## src/rtl/ser_adder_pkg.sv

```systemverilog
package ser_adder_pkg;

  // strobes from control to datapath
  typedef struct packed {
    logic load;   // capture operands, clear carry and result
    logic shift;  // perform one bit step
  } dpCtrl_t;

  typedef enum logic [1:0] {
    ST_IDLE = 2'd0,
    ST_BUSY = 2'd1,
    ST_DONE = 2'd2
  } ctlState_e;

endpackage

```

## src/rtl/ser_fa_cell.sv

```systemverilog
module ser_fa_cell (
  input  logic aBit,
  input  logic bBit,
  input  logic cIn,
  output logic sBit,
  output logic cOut
);
  logic gen;
  logic prop;

  assign gen  = aBit & bBit;
  assign prop = aBit ^ bBit;
  assign sBit = prop ^ cIn;
  assign cOut = gen | (prop & cIn);
endmodule

```

## src/rtl/ser_adder_dp.sv

```systemverilog
module ser_adder_dp
  import ser_adder_pkg::*;
#(
  parameter int WIDTH = 4
) (
  input  logic             clk,
  input  logic             rst,
  input  dpCtrl_t          ctrl,
  input  logic [WIDTH-1:0] opA,
  input  logic [WIDTH-1:0] opB,
  output logic [WIDTH-1:0] sumOut,
  output logic             carryOut
);
  logic [WIDTH-1:0] shA;
  logic [WIDTH-1:0] shB;
  logic [WIDTH-1:0] resReg;
  logic             carryReg;
  logic             stepSum;
  logic             stepCarry;

  // the single adder cell shared by every bit position
  ser_fa_cell u_cell (
    .aBit (shA[0]),
    .bBit (shB[0]),
    .cIn  (carryReg),
    .sBit (stepSum),
    .cOut (stepCarry)
  );

  always_ff @(posedge clk) begin
    if (rst) begin
      shA      <= '0;
      shB      <= '0;
      resReg   <= '0;
      carryReg <= 1'b0;
    end else if (ctrl.load) begin
      shA      <= opA;
      shB      <= opB;
      resReg   <= '0;
      carryReg <= 1'b0;
    end else if (ctrl.shift) begin
      shA      <= shA >> 1;
      shB      <= shB >> 1;
      resReg   <= {stepSum, resReg[WIDTH-1:1]};
      carryReg <= stepCarry;
    end
  end

  assign sumOut   = resReg;
  assign carryOut = carryReg;
endmodule

```

## src/rtl/ser_adder_ctl.sv

```systemverilog
module ser_adder_ctl
  import ser_adder_pkg::*;
#(
  parameter int WIDTH = 4
) (
  input  logic    clk,
  input  logic    rst,
  input  logic    loadStb,
  output dpCtrl_t ctrl,
  output logic    done
);
  localparam int CNT_W = (WIDTH > 2) ? $clog2(WIDTH) : 1;
  localparam logic [CNT_W-1:0] LAST_STEP = CNT_W'(WIDTH - 1);

  ctlState_e        state;
  logic [CNT_W-1:0] stepCnt;
  logic             acceptLoad;

  assign acceptLoad = loadStb && (state != ST_BUSY);

  always_comb begin
    ctrl       = '0;
    ctrl.load  = acceptLoad;
    ctrl.shift = (state == ST_BUSY);
  end

  always_ff @(posedge clk) begin
    if (rst) begin
      state   <= ST_IDLE;
      stepCnt <= '0;
    end else begin
      case (state)
        ST_BUSY: begin
          stepCnt <= stepCnt + 1'b1;
          if (stepCnt == LAST_STEP) begin
            state <= ST_DONE;
          end
        end
        ST_DONE: begin
          stepCnt <= '0;
          state   <= acceptLoad ? ST_BUSY : ST_IDLE;
        end
        default: begin
          stepCnt <= '0;
          state   <= acceptLoad ? ST_BUSY : ST_IDLE;
        end
      endcase
    end
  end

  assign done = (state == ST_DONE);
endmodule

```

## src/rtl/ser_adder.sv

```systemverilog
module ser_adder
  import ser_adder_pkg::*;
#(
  parameter int WIDTH = 4
) (
  input  logic             clk,
  input  logic             rst,
  input  logic             loadStb,
  input  logic [WIDTH-1:0] opA,
  input  logic [WIDTH-1:0] opB,
  output logic [WIDTH-1:0] sumOut,
  output logic             carryOut,
  output logic             done
);
  dpCtrl_t ctrl;

  ser_adder_ctl #(.WIDTH(WIDTH)) u_ctl (
    .clk     (clk),
    .rst     (rst),
    .loadStb (loadStb),
    .ctrl    (ctrl),
    .done    (done)
  );

  ser_adder_dp #(.WIDTH(WIDTH)) u_dp (
    .clk      (clk),
    .rst      (rst),
    .ctrl     (ctrl),
    .opA      (opA),
    .opB      (opB),
    .sumOut   (sumOut),
    .carryOut (carryOut)
  );
endmodule

```

## config.mk

```make
export PLATFORM = sky130hd
export DESIGN_NAME = ser_adder
export DESIGN_NICKNAME = d
export VERILOG_FILES = /design/src/rtl/ser_adder_pkg.sv /design/src/rtl/ser_fa_cell.sv /design/src/rtl/ser_adder_dp.sv /design/src/rtl/ser_adder_ctl.sv /design/src/rtl/ser_adder.sv
export SDC_FILE = /design/constraint.sdc
export NUM_CORES = 1
export LEC_CHECK = 0
export CAP_MARGIN = 20
export CORE_MARGIN = 5
export CORE_UTILIZATION = 42
export CTS_BUF_LIST = sky130_fd_sc_hd__clkbuf_16
export DETAILED_ROUTE_END_ITERATION = 10
export GPL_ROUTABILITY_DRIVEN = 0
export PLACE_DENSITY = 0.71
export SYNTH_ARGS = -nofsm -noshare
export SYNTH_HDL_FRONTEND = slang
export SYNTH_SLANG_ARGS = --single-unit
```

## constraint.sdc

```tcl
create_clock -name clk -period 1 [get_ports clk]
set_input_delay 0.2 -clock clk [delete_from_list [all_inputs] [get_ports clk]]
set_output_delay 0.2 -clock clk [all_outputs]
set_load 0.01 [all_outputs]
```

* Yosys cells after proc, flatten, opt, wreduce, memory -nomap -nowiden
Index checks and enable logic that the tools add are counted.
** Storage, ports and cells
- Input bits :: 11
- Output and inout port bits :: 6
- Bits in registers :: 17
- Word-level logic and storage cells :: 29
** Operators by class
- Reduce and logical (&&, ||, !) cells :: 4
- Bitwise logic cells :: 6
- Equality and inequality tests :: 5
- Mux-type cells :: 7
- $add $sub $neg :: 1
** Operators by type and width (number)
- $mux W4 :: 4
- $eq A2 B2 Y1 const B :: 2
- $mux W2 :: 2
- $ne A2 B1 Y1 const B :: 2
- $reduce_or A2 Y1 :: 2
- $add A2 B1 Y2 const B :: 1
- $and A1 B1 Y1 :: 2
- $eq A2 B1 Y1 const B :: 1
- $reduce_bool A2 Y1 :: 1
- $xor A1 B1 Y1 :: 2
- $logic_and A1 B1 Y1 :: 1
- $mux W1 :: 1
- $not A1 Y1 :: 1
- $or A1 B1 Y1 :: 1

* Logic depth before layout (Yosys ltp)
Gate-level depths: netlist (run 1).
- Depth after elaboration :: 4
- Gate-level depth with buffers :: 4

* By module
A second synthesis (run 1) with hierarchy kept.
** Unflattened totals
- Cell total of the unflattened synthesis :: 68
- Area, all modules :: 734.5 µm²
** By module, submodules not included
- ser_adder_dp :: seq. area each 260.2 µm², times used 1, area an instance 539.3 µm², cells an instance 51
- ser_adder_ctl :: seq. area each 80.1 µm², times used 1, area an instance 175.2 µm², cells an instance 16
- ser_fa_cell :: seq. area each 0.0 µm², times used 1, area an instance 20.0 µm², cells an instance 1

* Least setup slack after synthesis (run 1)
Ideal clock, no wire load.
- Kind :: register -> register
- Start point :: reg u_dp.carryReg (netlist: u_dp.carryOut)
- End point :: reg u_dp.resReg[3] (netlist: u_dp.sumOut[3])
- Library setup time :: 0.070 ns
- Data required time :: 0.930 ns
- Period minus slack after synthesis :: 1.080 ns
- Path buffers :: 0
- Stages on the path, launching flop included :: 4
- Slack :: -0.080 ns
- Arrival time :: 1.010 ns
- Cell sequence :: dfxtp_1 -> fa_1 -> nand2_1 -> a21oi_1
** Between the ends
- Word-level cells in the longest chain between the ends :: 1
** Ends and longest elaborated chain
- start: declaration :: RTL line ser_adder_dp.sv:17 : logic carryReg;
- start signal: assignment :: RTL line ser_adder_dp.sv:45 : carryReg <= stepCarry;
- $xor A1 B1 Y1 :: RTL line ser_fa_cell.sv:13 : assign sBit = prop ^ cIn;
- via u_dp.stepSum :: RTL line ser_adder_dp.sv:18 : logic stepSum;
- end signal: assignment :: RTL line ser_adder_dp.sv:44 : resReg <= {stepSum, resReg[WIDTH-1:1]};
- end: declaration :: RTL line ser_adder_dp.sv:16 : logic [WIDTH-1:0] resReg;
The timed path passes the listed nets, and every way through them passes these cells.
A chain may end at the register's enable or synchronous reset.

* Final worst setup path (run 1)
- Start point :: reg u_dp.shB[0]
- End point :: reg u_dp.resReg[3] (netlist: u_dp.sumOut[3])
** Between the ends
- Word-level cells in the longest chain between the ends :: 2
** Ends and longest elaborated chain
- start: declaration :: RTL line ser_adder_dp.sv:15 : logic [WIDTH-1:0] shB;
- start signal: assignment :: RTL line ser_adder_dp.sv:38 : shB <= opB;
- start signal: assignment :: RTL line ser_adder_dp.sv:43 : shB <= shB >> 1;
- $xor A1 B1 Y1 :: RTL line ser_fa_cell.sv:12 : assign prop = aBit ^ bBit;
- $xor A1 B1 Y1 :: RTL line ser_fa_cell.sv:13
- via u_dp.stepSum :: RTL line ser_adder_dp.sv:18
The timed path passes the listed nets, and every way through them passes these cells.

==> results.sh, run 1 <==
export IMPL_drt_pre_antenna_iters=4
export IMPL_post_synth_cell_area_avg_um2=10.4
export IMPL_whs_endpoint="u_ctl.stepCnt[0]"
export IMPL_clock_period_minus_final_worst_setup_slack_ns=1.10
export IMPL_dp_slack_ns=-0.323
export IMPL_holdCritStartpoint="u_ctl.stepCnt[0]"
export IMPL_grt_util_met3_pct=5.44
export IMPL_wirelength_mm=1.83
export IMPL_place_detailed_instances=115
export IMPL_timing_setup_critical_path_class="flop to flop"
export IMPL_antenna_left=0
export IMPL_rsz_0062_raised_after_global_routing="true"
export IMPL_setup_violations_final=11
export IMPL_drt_wirelength_per_cell_um=15.0
export IMPL_drt_initial_drc_count=4
export IMPL_fmax_mhz=913
export IMPL_mappedNetlistNets=84
export IMPL_initial_core_util_pct=43.4
export IMPL_hold_viol=0
export IMPL_drt_via_density=5.04
export IMPL_power_per_cell_area_mw_per_mm2=1490
export IMPL_ff2ff_path_depth=3
export IMPL_post_layout_nonfiller_instances=122
export IMPL_worst_ep_required_time_ns=1.18
export IMPL_grt_util_met2_pct=26.4
export IMPL_hold_path_depth=1
export IMPL_violations="setup timing"
export IMPL_synth_top_cells_by_count="sky130_fd_sc_hd__dfxtp_1 (17), sky130_fd_sc_hd__mux2i_1 (8), sky130_fd_sc_hd__nor2_1 (7)"
export IMPL_finalWorstSetupSlack_ns=-0.0954
export IMPL_coreArea_mm2=0.00171
export IMPL_clock_tree_root_cell="sky130_fd_sc_hd__clkbuf_16"
export IMPL_grt_start_max_net_pins=18
export IMPL_synth_async_sr_flop_share_pct=0
export IMPL_grtUsageTotal_pct=15.2
export IMPL_dp_hpwl_mm=1.07
export IMPL_critical_path_reg2reg_startpoint="u_dp.shB[0]"
export IMPL_grt_use_met1_pct=16.1
export IMPL_die_height_um=52.0
export IMPL_yosysTopAreaCellShare_pct=45.9
export IMPL_drv_cap=0
export IMPL_fin_total_pwr_uw=1810
export IMPL_post_synth_top_area_cell="sky130_fd_sc_hd__dfxtp_1"
export IMPL_yosysMostFrequentCell="sky130_fd_sc_hd__dfxtp_1"
export IMPL_area_growth_pct=63.7
export IMPL_placement_row_count=15
export IMPL_final_max_slew_violation_count=0
export IMPL_setup_tns_final_ns=-0.533
export IMPL_outcome="complete, but fails checks"
export IMPL_most_used_layer_global_route="met2"
export IMPL_ctsHtreeMaxLevel=1
export IMPL_ff2ff_setup_slack_ns=-0.1
export IMPL_slew_limit_headroom_pct=87.5
export IMPL_final_net_count=111
export IMPL_boundaryPins=17
export IMPL_die_width_um=52.0
export IMPL_global_route_wire_length_before_repair_mm=2.93
export IMPL_min_delay_path_class="flop to flop"
export IMPL_grt_remaining_overflow=0
export IMPL_worst_r2r_endpoint="u_dp.sumOut[3]"
export IMPL_cts_num_sinks=17
export IMPL_worst_setup_hold_path_clk_slew_ns=0.05
export IMPL_numCtsBuffers=3
export IMPL_die_area_mm2=0.00270
export IMPL_drc=0
export IMPL_yosysUniqueCellTypes=19
export IMPL_finalCritPeriodShare_pct=110
export IMPL_detailroute_via_count=615
export IMPL_max_clock_path_buffers=2
export IMPL_critical_path_peak_fanout=2
export IMPL_tightest_slew_ns=0.182
export IMPL_numPortBuffers=16
export IMPL_synth_edf_count=0
export IMPL_area_of_the_mapped_netlist_um2=741
export IMPL_vdd_drop_max_uv=1120
export IMPL_post_cts_hold_buffer_count=0
export IMPL_setup_worst_path_end_class="flop"
export IMPL_antenna_violations_before_repair=0
export IMPL_antennaDiodeCount=0
export IMPL_yosys_top_cells_area="sky130_fd_sc_hd__dfxtp_1 (46%), sky130_fd_sc_hd__mux2i_1 (11%), sky130_fd_sc_hd__a211oi_2 (5.1%)"
export IMPL_ys_seq_elements=17
export IMPL_worst_clock_skew_ns=0.000799
export IMPL_drive_above_1_share_pct=44.3
export IMPL_clock_insertion_delay_worst_skew_ns=0.24
export IMPL_crit_path_start_kind="flop"
export IMPL_power_static_leakage_uw=0.000506
export IMPL_cts_tree="done"
export IMPL_fin_util_pct=71.0
export IMPL_yosys_warnings=0
export IMPL_synth_seq_area_share_pct=45.9
export IMPL_worst_ep_arrival_time_ns=1.28
export IMPL_first_global_vias=639
export IMPL_synth_cells=71
export IMPL_synth_flop_cell="sky130_fd_sc_hd__dfxtp_1"
placed cells by master (no fill, tap or decap), drive strengths merged:
master and count:
a21oi 5, buf 17, inv 1, fa 1, nand2 5, bufbuf 1, nor2b 2, nand2b 1
mux2i 8, nand3b 5, clkbuf 4, nor3 3, nor2 7, nor3b 2, dlygate4sd2 1, ha 1
a211oi 7, dfxtp 17, clkdlybuf4s50 9
worst max-delay path, stage by stage, from the launching register on:
cell                      delay (ns)
sky130_fd_sc_hd__dfxtp_2        0.33
sky130_fd_sc_hd__fa_1           0.54
sky130_fd_sc_hd__nand2_1        0.06
sky130_fd_sc_hd__a21oi_2        0.10
worst max path at each step:
stage	start	endpoint	slack (ns)	cells past startpoint
finish	u_dp.shB[0]	u_dp.sumOut[3]	-0.1	3
global route	u_dp.shB[0]	u_dp.sumOut[3]	-0.15	3
CTS	u_dp.shB[0]	u_dp.sumOut[3]	-0.09	3
detailed placement	loadStb	u_dp.shA[0]	-0.32	4
global placement	loadStb	u_dp.shA[2]	-0.28	4
floorplan	u_dp.shB[0]	u_dp.sumOut[3]	-0.03	3
cell families (layout without fill, tap and decap cells):
group,count (synthesis),count (layout),synth area share (%)
buffers and inverters,7,33,8.61
DFF,17,17,45.9
muxes,8,8,10.8
AOI/OAI and AO/OA,12,12,12.5
adders and majority gates,2,2,4.39
and+or+nand+nor,25,25,17.7
cell type report:
type                       instances  area, um2
timing repair buffer              29        344
clock buffer                       3       75.1
tap                               25       31.3
clock inverter                     1       3.75
sequential                        17        350
fill                             125        495
multi-input combinational         47        408
state kept, by name, summed over array words and instances, names as in the netlist:
name / flops
u_dp.shB: 4
u_ctl.stepCnt: 2
u_dp.shA: 4
u_dp.sumOut: 4
u_dp.carryOut: 1
u_ctl.state: 2
metrics by stage:
| stage | hold WS (ns) | instance area (um2) |
|---|---|---|
| floorplan | 0.395 | 746 |
| global route | 0.468 | 1210 |
| detailed placement | 0.417 | 986 |
| CTS | 0.423 | 1150 |
| finish | 0.437 | 1210 |
| global placement | 0.412 | 986 |
report_power, final:
part	leakage (uW)	switching, uW	total [uW]	internal [uW]
logic	0.000322	119	294	176
registers	0.000141	26.7	738	712
clock network	0.0000423	248	778	530
total	0.000506	394	1810	1420
per-layer routing:
metal  share of wire (%)  up-vias
met1                  36      298
met3                 5.5        5
met4                 2.1        0
met5                   0        -
met2                  57       12
li1                    -      300
what timing repair did:
| item | in CTS | in global routing |
|---|---|---|
| pin swaps | 3 | 5 |
| resized for setup | 39 | 10 |
| setup endpoints to repair | 20 | 15 |
| cloned | 2 | 1 |
| setup buffers | 0 | 0 |
Power figures use the tool's default switching activity.
==> run 2, diff against run 1 <==
--- a/config.mk
+++ b/config.mk
@@ -8,10 +8,10 @@
 export CAP_MARGIN = 20
 export CORE_MARGIN = 5
 export CORE_UTILIZATION = 42
-export CTS_BUF_LIST = sky130_fd_sc_hd__clkbuf_16
 export DETAILED_ROUTE_END_ITERATION = 10
 export GPL_ROUTABILITY_DRIVEN = 0
-export PLACE_DENSITY = 0.71
+export PLACE_DENSITY = 0.72
 export SYNTH_ARGS = -nofsm -noshare
 export SYNTH_HDL_FRONTEND = slang
+export SYNTH_HIERARCHICAL = 1
 export SYNTH_SLANG_ARGS = --single-unit
==> run 2 against run 1 <==
Net effect:
- the flow still finishes with violations (setup timing)
- clock power is 55% lower
- largest power group is now registers
- final cell count decreased by 4.1%
- highest routed layer is now met3
- critical path type is now flop to output port
- global-route usage is 2.0 points lower
- synthesized cell count is 4.2% lower
- combinational power up 3%
- sequential cell count stayed put
- routed wire length is 16% lower
- critical path depth down 1
- cell area down 3.6%
==> results.sh, run 2 <==
export IMPL_outcome="complete, but fails checks"
export IMPL_violations="setup timing"
export IMPL_numPortBuffers=16
export IMPL_synth_top_cells_by_count="sky130_fd_sc_hd__dfxtp_1 (17), sky130_fd_sc_hd__mux2i_1 (11), sky130_fd_sc_hd__a211oi_1 (6), sky130_fd_sc_hd__nor2b_1 (6), sky130_fd_sc_hd__nor3_1 (6)"
export IMPL_cts_num_sinks=17
export IMPL_fin_util_pct=69.2
export IMPL_synth_async_sr_flop_share_pct=0
export IMPL_hold_viol=0
export IMPL_area_growth_pct=59.1
export IMPL_coreArea_mm2=0.00169
export IMPL_area_of_the_mapped_netlist_um2=734
export IMPL_yosys_warnings=6
export IMPL_global_route_wire_length_before_repair_mm=2.63
export IMPL_die_height_um=51.8
export IMPL_placement_row_count=15
export IMPL_antennaDiodeCount=0
export IMPL_max_clock_path_buffers=2
export IMPL_hold_ws_ns=0.409
export IMPL_post_synth_top_area_cell="sky130_fd_sc_hd__dfxtp_1"
export IMPL_power_per_cell_area_mw_per_mm2=1190
export IMPL_final_cell_area_mm2=0.00117
export IMPL_numCtsBuffers=3
export IMPL_yosys_top_cells_area="sky130_fd_sc_hd__dfxtp_1 (46%), sky130_fd_sc_hd__mux2i_1 (15%), sky130_fd_sc_hd__a211oi_1 (6.1%)"
export IMPL_worst_clock_skew_ns=0.00635
export IMPL_post_cts_hold_buffer_count=0
export IMPL_clock_tree_root_cell="sky130_fd_sc_hd__clkbuf_4"
export IMPL_setup_violations_final=14
export IMPL_power_static_leakage_uw=0.000479
export IMPL_yosysTopAreaCellShare_pct=46.3
export IMPL_antenna_left=0
export IMPL_drv_cap=0
export IMPL_synth_edf_count=0
export IMPL_worst_ep_arrival_time_ns=0.98
export IMPL_first_global_vias=629
export IMPL_timing_setup_critical_path_class="flop to output port"
export IMPL_initial_core_util_pct=43.5
export IMPL_yosysMostFrequentCell="sky130_fd_sc_hd__dfxtp_1"
export IMPL_drt_initial_drc_count=5
export IMPL_wirelength_mm=1.53
export IMPL_drc=0
export IMPL_drive_above_1_share_pct=55.0
export IMPL_setup_worst_path_end_class="output port"
export IMPL_ctsHtreeMaxLevel=1
export IMPL_clock_period_minus_final_worst_setup_slack_ns=1.18
export IMPL_dp_hpwl_mm=1.06
export IMPL_finalCritPeriodShare_pct=118
export IMPL_grt_remaining_overflow=0
export IMPL_worst_setup_hold_path_clk_slew_ns=0.10
export IMPL_die_area_mm2=0.00268
export IMPL_boundaryPins=17
export IMPL_tightest_slew_ns=0.190
export IMPL_final_common_cell="sky130_fd_sc_hd__clkdlybuf4s50_1"
export IMPL_rsz_0062_raised_after_global_routing="true"
export IMPL_crit_chain="and2b_2, buf_6"
export IMPL_fmax_mhz=844
export IMPL_cpMaxStageDelayCell="sky130_fd_sc_hd__dfxtp_4"
export IMPL_critical_path_peak_fanout=3
export IMPL_grt_start_max_net_pins=18
export IMPL_min_delay_path_class="flop to flop"
export IMPL_slew_limit_headroom_pct=87.1
export IMPL_cts_tree="done"
export IMPL_antenna_violations_before_repair=0
export IMPL_drt_pre_antenna_iters=3
export IMPL_vdd_drop_max_uv=808
export IMPL_critPathMaxStageDelay_ns=0.37
export IMPL_synth_seq_area_share_pct=46.3
export IMPL_drt_wirelength_per_cell_um=13.1
export IMPL_ys_seq_elements=17
export IMPL_fin_total_pwr_uw=1390
export IMPL_crit_path_start_kind="flop"
export IMPL_worst_ep_required_time_ns=0.80
export IMPL_yosysUniqueCellTypes=20
export IMPL_post_synth_cell_area_avg_um2=10.8
export IMPL_mappedNetlistNets=81
export IMPL_synth_flop_cell="sky130_fd_sc_hd__dfxtp_1"
export IMPL_layout_cells_most_common_list="sky130_fd_sc_hd__clkdlybuf4s50_1 (10), sky130_fd_sc_hd__mux2i_1 (9), sky130_fd_sc_hd__buf_4 (8), sky130_fd_sc_hd__dfxtp_2 (8), sky130_fd_sc_hd__dfxtp_1 (8)"
export IMPL_synth_cells=68
export IMPL_final_net_count=114
export IMPL_grtUsageTotal_pct=13.2
export IMPL_detailroute_via_count=603
export IMPL_final_max_slew_violation_count=0
export IMPL_place_area_mm2=0.00102
export IMPL_drt_via_density=5.15
export IMPL_die_width_um=51.8
export IMPL_finalWorstSetupSlack_ns=-0.185
export IMPL_clock_insertion_delay_worst_skew_ns=0.28
## run 2: timing repair
action | 4_1_cts | 5_1_grt
setup buffers | 2 | 1
resized for setup | 51 | 10
pin swaps | 8 | 5
cloned | 1 | 0
endpoints found under the setup margin | 19 | 16
## run 2: cell type report
class	count	area, um2
inverter	3	21.3
sequential	17	354
clock inverter	1	5.00
clock buffer	3	22.5
tap	17	21.3
multi-input combinational	45	445
fill	138	520
timing repair buffer	31	299
## run 2: metrics by stage
stage / std cells / TNS [ns] / setup slack, ns
CTS: 116 / -1.90 / -0.207
floorplan: 68 / -1.49 / -0.202
detailed placement: 110 / -5.43 / -0.423
global route: 117 / -2.51 / -0.234
global placement: 110 / -5.13 / -0.396
finish: 117 / -1.67 / -0.185
## run 2: cells by family after synthesis
family / share of synthesized area, %
adders and majority gates: 4.43
DFF: 46.3
buffers and inverters: 5.62
muxes: 15.0
AOI/OAI and AO/OA: 9.20
and+or+nand+nor: 19.4
## run 2: layer usage
layer / wire (um) / vias to the layer above / track usage, %
met5: 0 / - / 0
met4: 0 / 0 / 3.93
met3: 75 / 0 / 2.87
met2: 837 / 11 / 25.2
met1: 619 / 285 / 14.2
li1: - / 307 / -
## run 2: report_power, final
group,total [uW],internal [uW],switching [uW],leakage [uW]
clock network,349,148,201,0.0000177
registers,732,711,21.4,0.000143
logic,304,178,126,0.000318
total,1390,1040,348,0.000479
## run 2: final timing paths
kind,depth (start not counted),start,end,slack [ns]
max,2,u_ctl/state[0],done,-0.18
min,1,u_ctl/stepCnt[0],u_ctl/stepCnt[0],0.41
max reg2reg,6,u_ctl/state[1],u_dp/shB[0],-0.17
min reg2reg,1,u_ctl/stepCnt[0],u_ctl/stepCnt[0],0.41
## run 2: critical path, delay by kind of cell, from the launching register on
family                 cells  cell delay [ns]
DFF                        1             0.37
and+or+nand+nor            1             0.22
buffers and inverters      1             0.12
==> run 3, diff against run 2 <==
--- a/config.mk
+++ b/config.mk
@@ -15,3 +15,4 @@
 export SYNTH_HDL_FRONTEND = slang
 export SYNTH_HIERARCHICAL = 1
 export SYNTH_SLANG_ARGS = --single-unit
+export TNS_END_PERCENT = 50
==> run 3 against run 2 <==
Net effect:
- routed wire length is 7.1% lower
- hold slack better by 0.023 ns
- sequential share of layout area is 2.8 points higher
- sequential power hardly changed
- the flow still finishes with violations (setup timing)
- clock power is 3% higher
- via count is 3.3% lower
- die area stayed put
==> results.sh, run 3 (same netlist as run 2, synthesis figures left out) <==
export IMPL_worst_setup_hold_path_clk_slew_ns=0.09
export IMPL_share_comb_of_total_power_pct=18.1
export IMPL_drc=0
export IMPL_placement_row_count=15
export IMPL_slew_limit_headroom_pct=86.5
export IMPL_clock_tree_root_cell="sky130_fd_sc_hd__clkbuf_4"
export IMPL_cpMaxStageDelayCell="sky130_fd_sc_hd__or3b_1"
export IMPL_cellInternalPower_uw=1010
export IMPL_vdd_drop_max_uv=1120
export IMPL_critPathMaxStageDelay_ns=0.34
export IMPL_power_static_leakage_uw=0.000455
export IMPL_crit_path_start_kind="flop"
export IMPL_hold_viol=0
export IMPL_tightest_slew_ns=0.201
export IMPL_fillers=140
export IMPL_final_net_count=113
export IMPL_cts_tree="done"
export IMPL_die_area_mm2=0.00268
export IMPL_global_route_wire_length_before_repair_mm=2.39
export IMPL_p_sw_share_pct=24.6
export IMPL_wirelength_mm=1.42
export IMPL_layout_cells_most_common_list="sky130_fd_sc_hd__buf_4 (11), sky130_fd_sc_hd__mux2i_1 (11), sky130_fd_sc_hd__clkdlybuf4s50_1 (10)"
export IMPL_violations="setup timing"
export IMPL_grt_use_met1_pct=12.8
export IMPL_net_switching_power_uw=329
export IMPL_grt_remaining_overflow=0
export IMPL_max_clock_path_buffers=2
export IMPL_outcome="complete, but fails checks"
export IMPL_fmax_mhz=817
export IMPL_area_growth_pct=44.1
export IMPL_drt_via_density=5.03
export IMPL_most_used_layer_global_route="met2"
export IMPL_clock_insertion_delay_worst_skew_ns=0.29
export IMPL_grt_util_met3_pct=6.30
export IMPL_numCtsBuffers=3
export IMPL_boundaryPins=17
export IMPL_antenna_left=0
export IMPL_numPortBuffers=16
export IMPL_setup_violations_final=14
export IMPL_ctsHtreeMaxLevel=1
export IMPL_crit_family="simple AND/OR/NAND/NOR gates"
export IMPL_power_share_sequential_pct=54.8
export IMPL_critical_path_peak_fanout=6
export IMPL_dp_slack_ns=-0.419
export IMPL_finalCritPeriodShare_pct=122
export IMPL_antennaDiodeCount=0
export IMPL_final_max_slew_violation_count=0
export IMPL_worst_ep_required_time_ns=1.23
export IMPL_drive_above_1_share_pct=40.4
export IMPL_crit_chain="nand2b_4, inv_4, nor2_2, buf_4, or3b_1, a21oi_1"
export IMPL_drv_cap=0
export IMPL_timing_setup_critical_path_class="flop to flop"
export IMPL_place_area_um2=991
export IMPL_die_height_um=51.8
export IMPL_grt_util_met2_pct=22.0
export IMPL_p_clk_share_pct=27.0
export IMPL_dp_hpwl_mm=1.05
export IMPL_fin_util_pct=62.7
export IMPL_bufs_and_invs_on_worst_path=2
export IMPL_detailroute_via_count=583
export IMPL_final_cell_area_mm2=0.00106
export IMPL_antenna_violations_before_repair=0
export IMPL_rsz_0062_raised_after_global_routing="true"
export IMPL_initial_core_util_pct=43.5
export IMPL_setup_tns_final_ns=-2.27
export IMPL_first_global_vias=565
export IMPL_grtUsageTotal_pct=12.1
export IMPL_fin_total_pwr_uw=1340
export IMPL_power_per_cell_area_mw_per_mm2=1260
export IMPL_cts_num_sinks=17
export IMPL_finalWorstSetupSlack_ns=-0.224
export IMPL_drt_initial_drc_count=3
export IMPL_drt_wirelength_per_cell_um=12.3
export IMPL_die_width_um=51.8
export IMPL_worst_clock_skew_ns=0.00445
export IMPL_worst_ep_arrival_time_ns=1.45
export IMPL_drt_pre_antenna_iters=4
export IMPL_setup_worst_path_end_class="flop"
export IMPL_grt_start_max_net_pins=18
export IMPL_clock_period_minus_final_worst_setup_slack_ns=1.22
export IMPL_coreArea_mm2=0.00169
export IMPL_min_delay_path_class="flop to flop"
==> run 3: metrics by stage <==
| step | cells | hold slack (ns) |
|---|---|---|
| floorplan | 68 | 0.265 |
| global placement | 108 | 0.413 |
| detailed placement | 108 | 0.423 |
| CTS | 116 | 0.438 |
| global route | 116 | 0.469 |
| finish | 116 | 0.431 |
==> run 3: routing by layer <==
metal | share of wire, % | vias up
met5 | 0 | -
li1 | - | 300
met4 | 0 | 0
met2 | 53 | 12
met1 | 40 | 271
met3 | 6.4 | 0
==> run 3: layout make-up <==
cell class / count / area, um2 / share of cell area [%]
Clock inverter: 1 / 5.00 / 0.473
Inverter: 3 / 16.3 / 1.54
Tap cell: 17 / 21.3 / 2.01
Sequential cell: 17 / 350 / 33.1
Clock buffer: 3 / 22.5 / 2.13
Multi-Input combinational cell: 44 / 360 / 34.0
Timing Repair Buffer: 31 / 283 / 26.7
==> run 3: final timing paths <==
path	depth (start not counted)	from	slack [ns]	endpoint
worst max register to register	6	u_ctl/state[1]	-0.22	u_dp/shB[3]
worst min register to register	1	u_ctl/stepCnt[0]	0.43	u_ctl/stepCnt[0]
worst min-delay path	1	u_ctl/stepCnt[0]	0.43	u_ctl/stepCnt[0]
worst max-delay path	6	u_ctl/state[1]	-0.22	u_dp/shB[3]
==> run 3: power groups by stage <==
stage | clock network, uW | registers, uW | logic [uW]
6_report | 361 | 733 | 243
3_3_place_gp | 0 | 746 | 218
3_5_place_dp | 0 | 747 | 223
4_1_cts | 378 | 733 | 243
2_1_floorplan | 0 | 744 | 126
5_1_grt | 416 | 737 | 264
==> run 3: what timing repair did <==
action / CTS / global route
hold buffers: 0 / 0
gates cloned: 0 / 0
setup endpoints to repair: 19 / 15
resized for setup: 37 / 2
buffers inserted: 4 / 0
pin swaps: 6 / 5
==> run 3: worst register-to-register path, cell delays in order, from the launching register on <==
cell,delay [ns]
sky130_fd_sc_hd__dfxtp_2,0.33
sky130_fd_sc_hd__nand2b_4,0.14
sky130_fd_sc_hd__inv_4,0.05
sky130_fd_sc_hd__nor2_2,0.03
sky130_fd_sc_hd__buf_4,0.15
sky130_fd_sc_hd__or3b_1,0.34
sky130_fd_sc_hd__a21oi_1,0.11
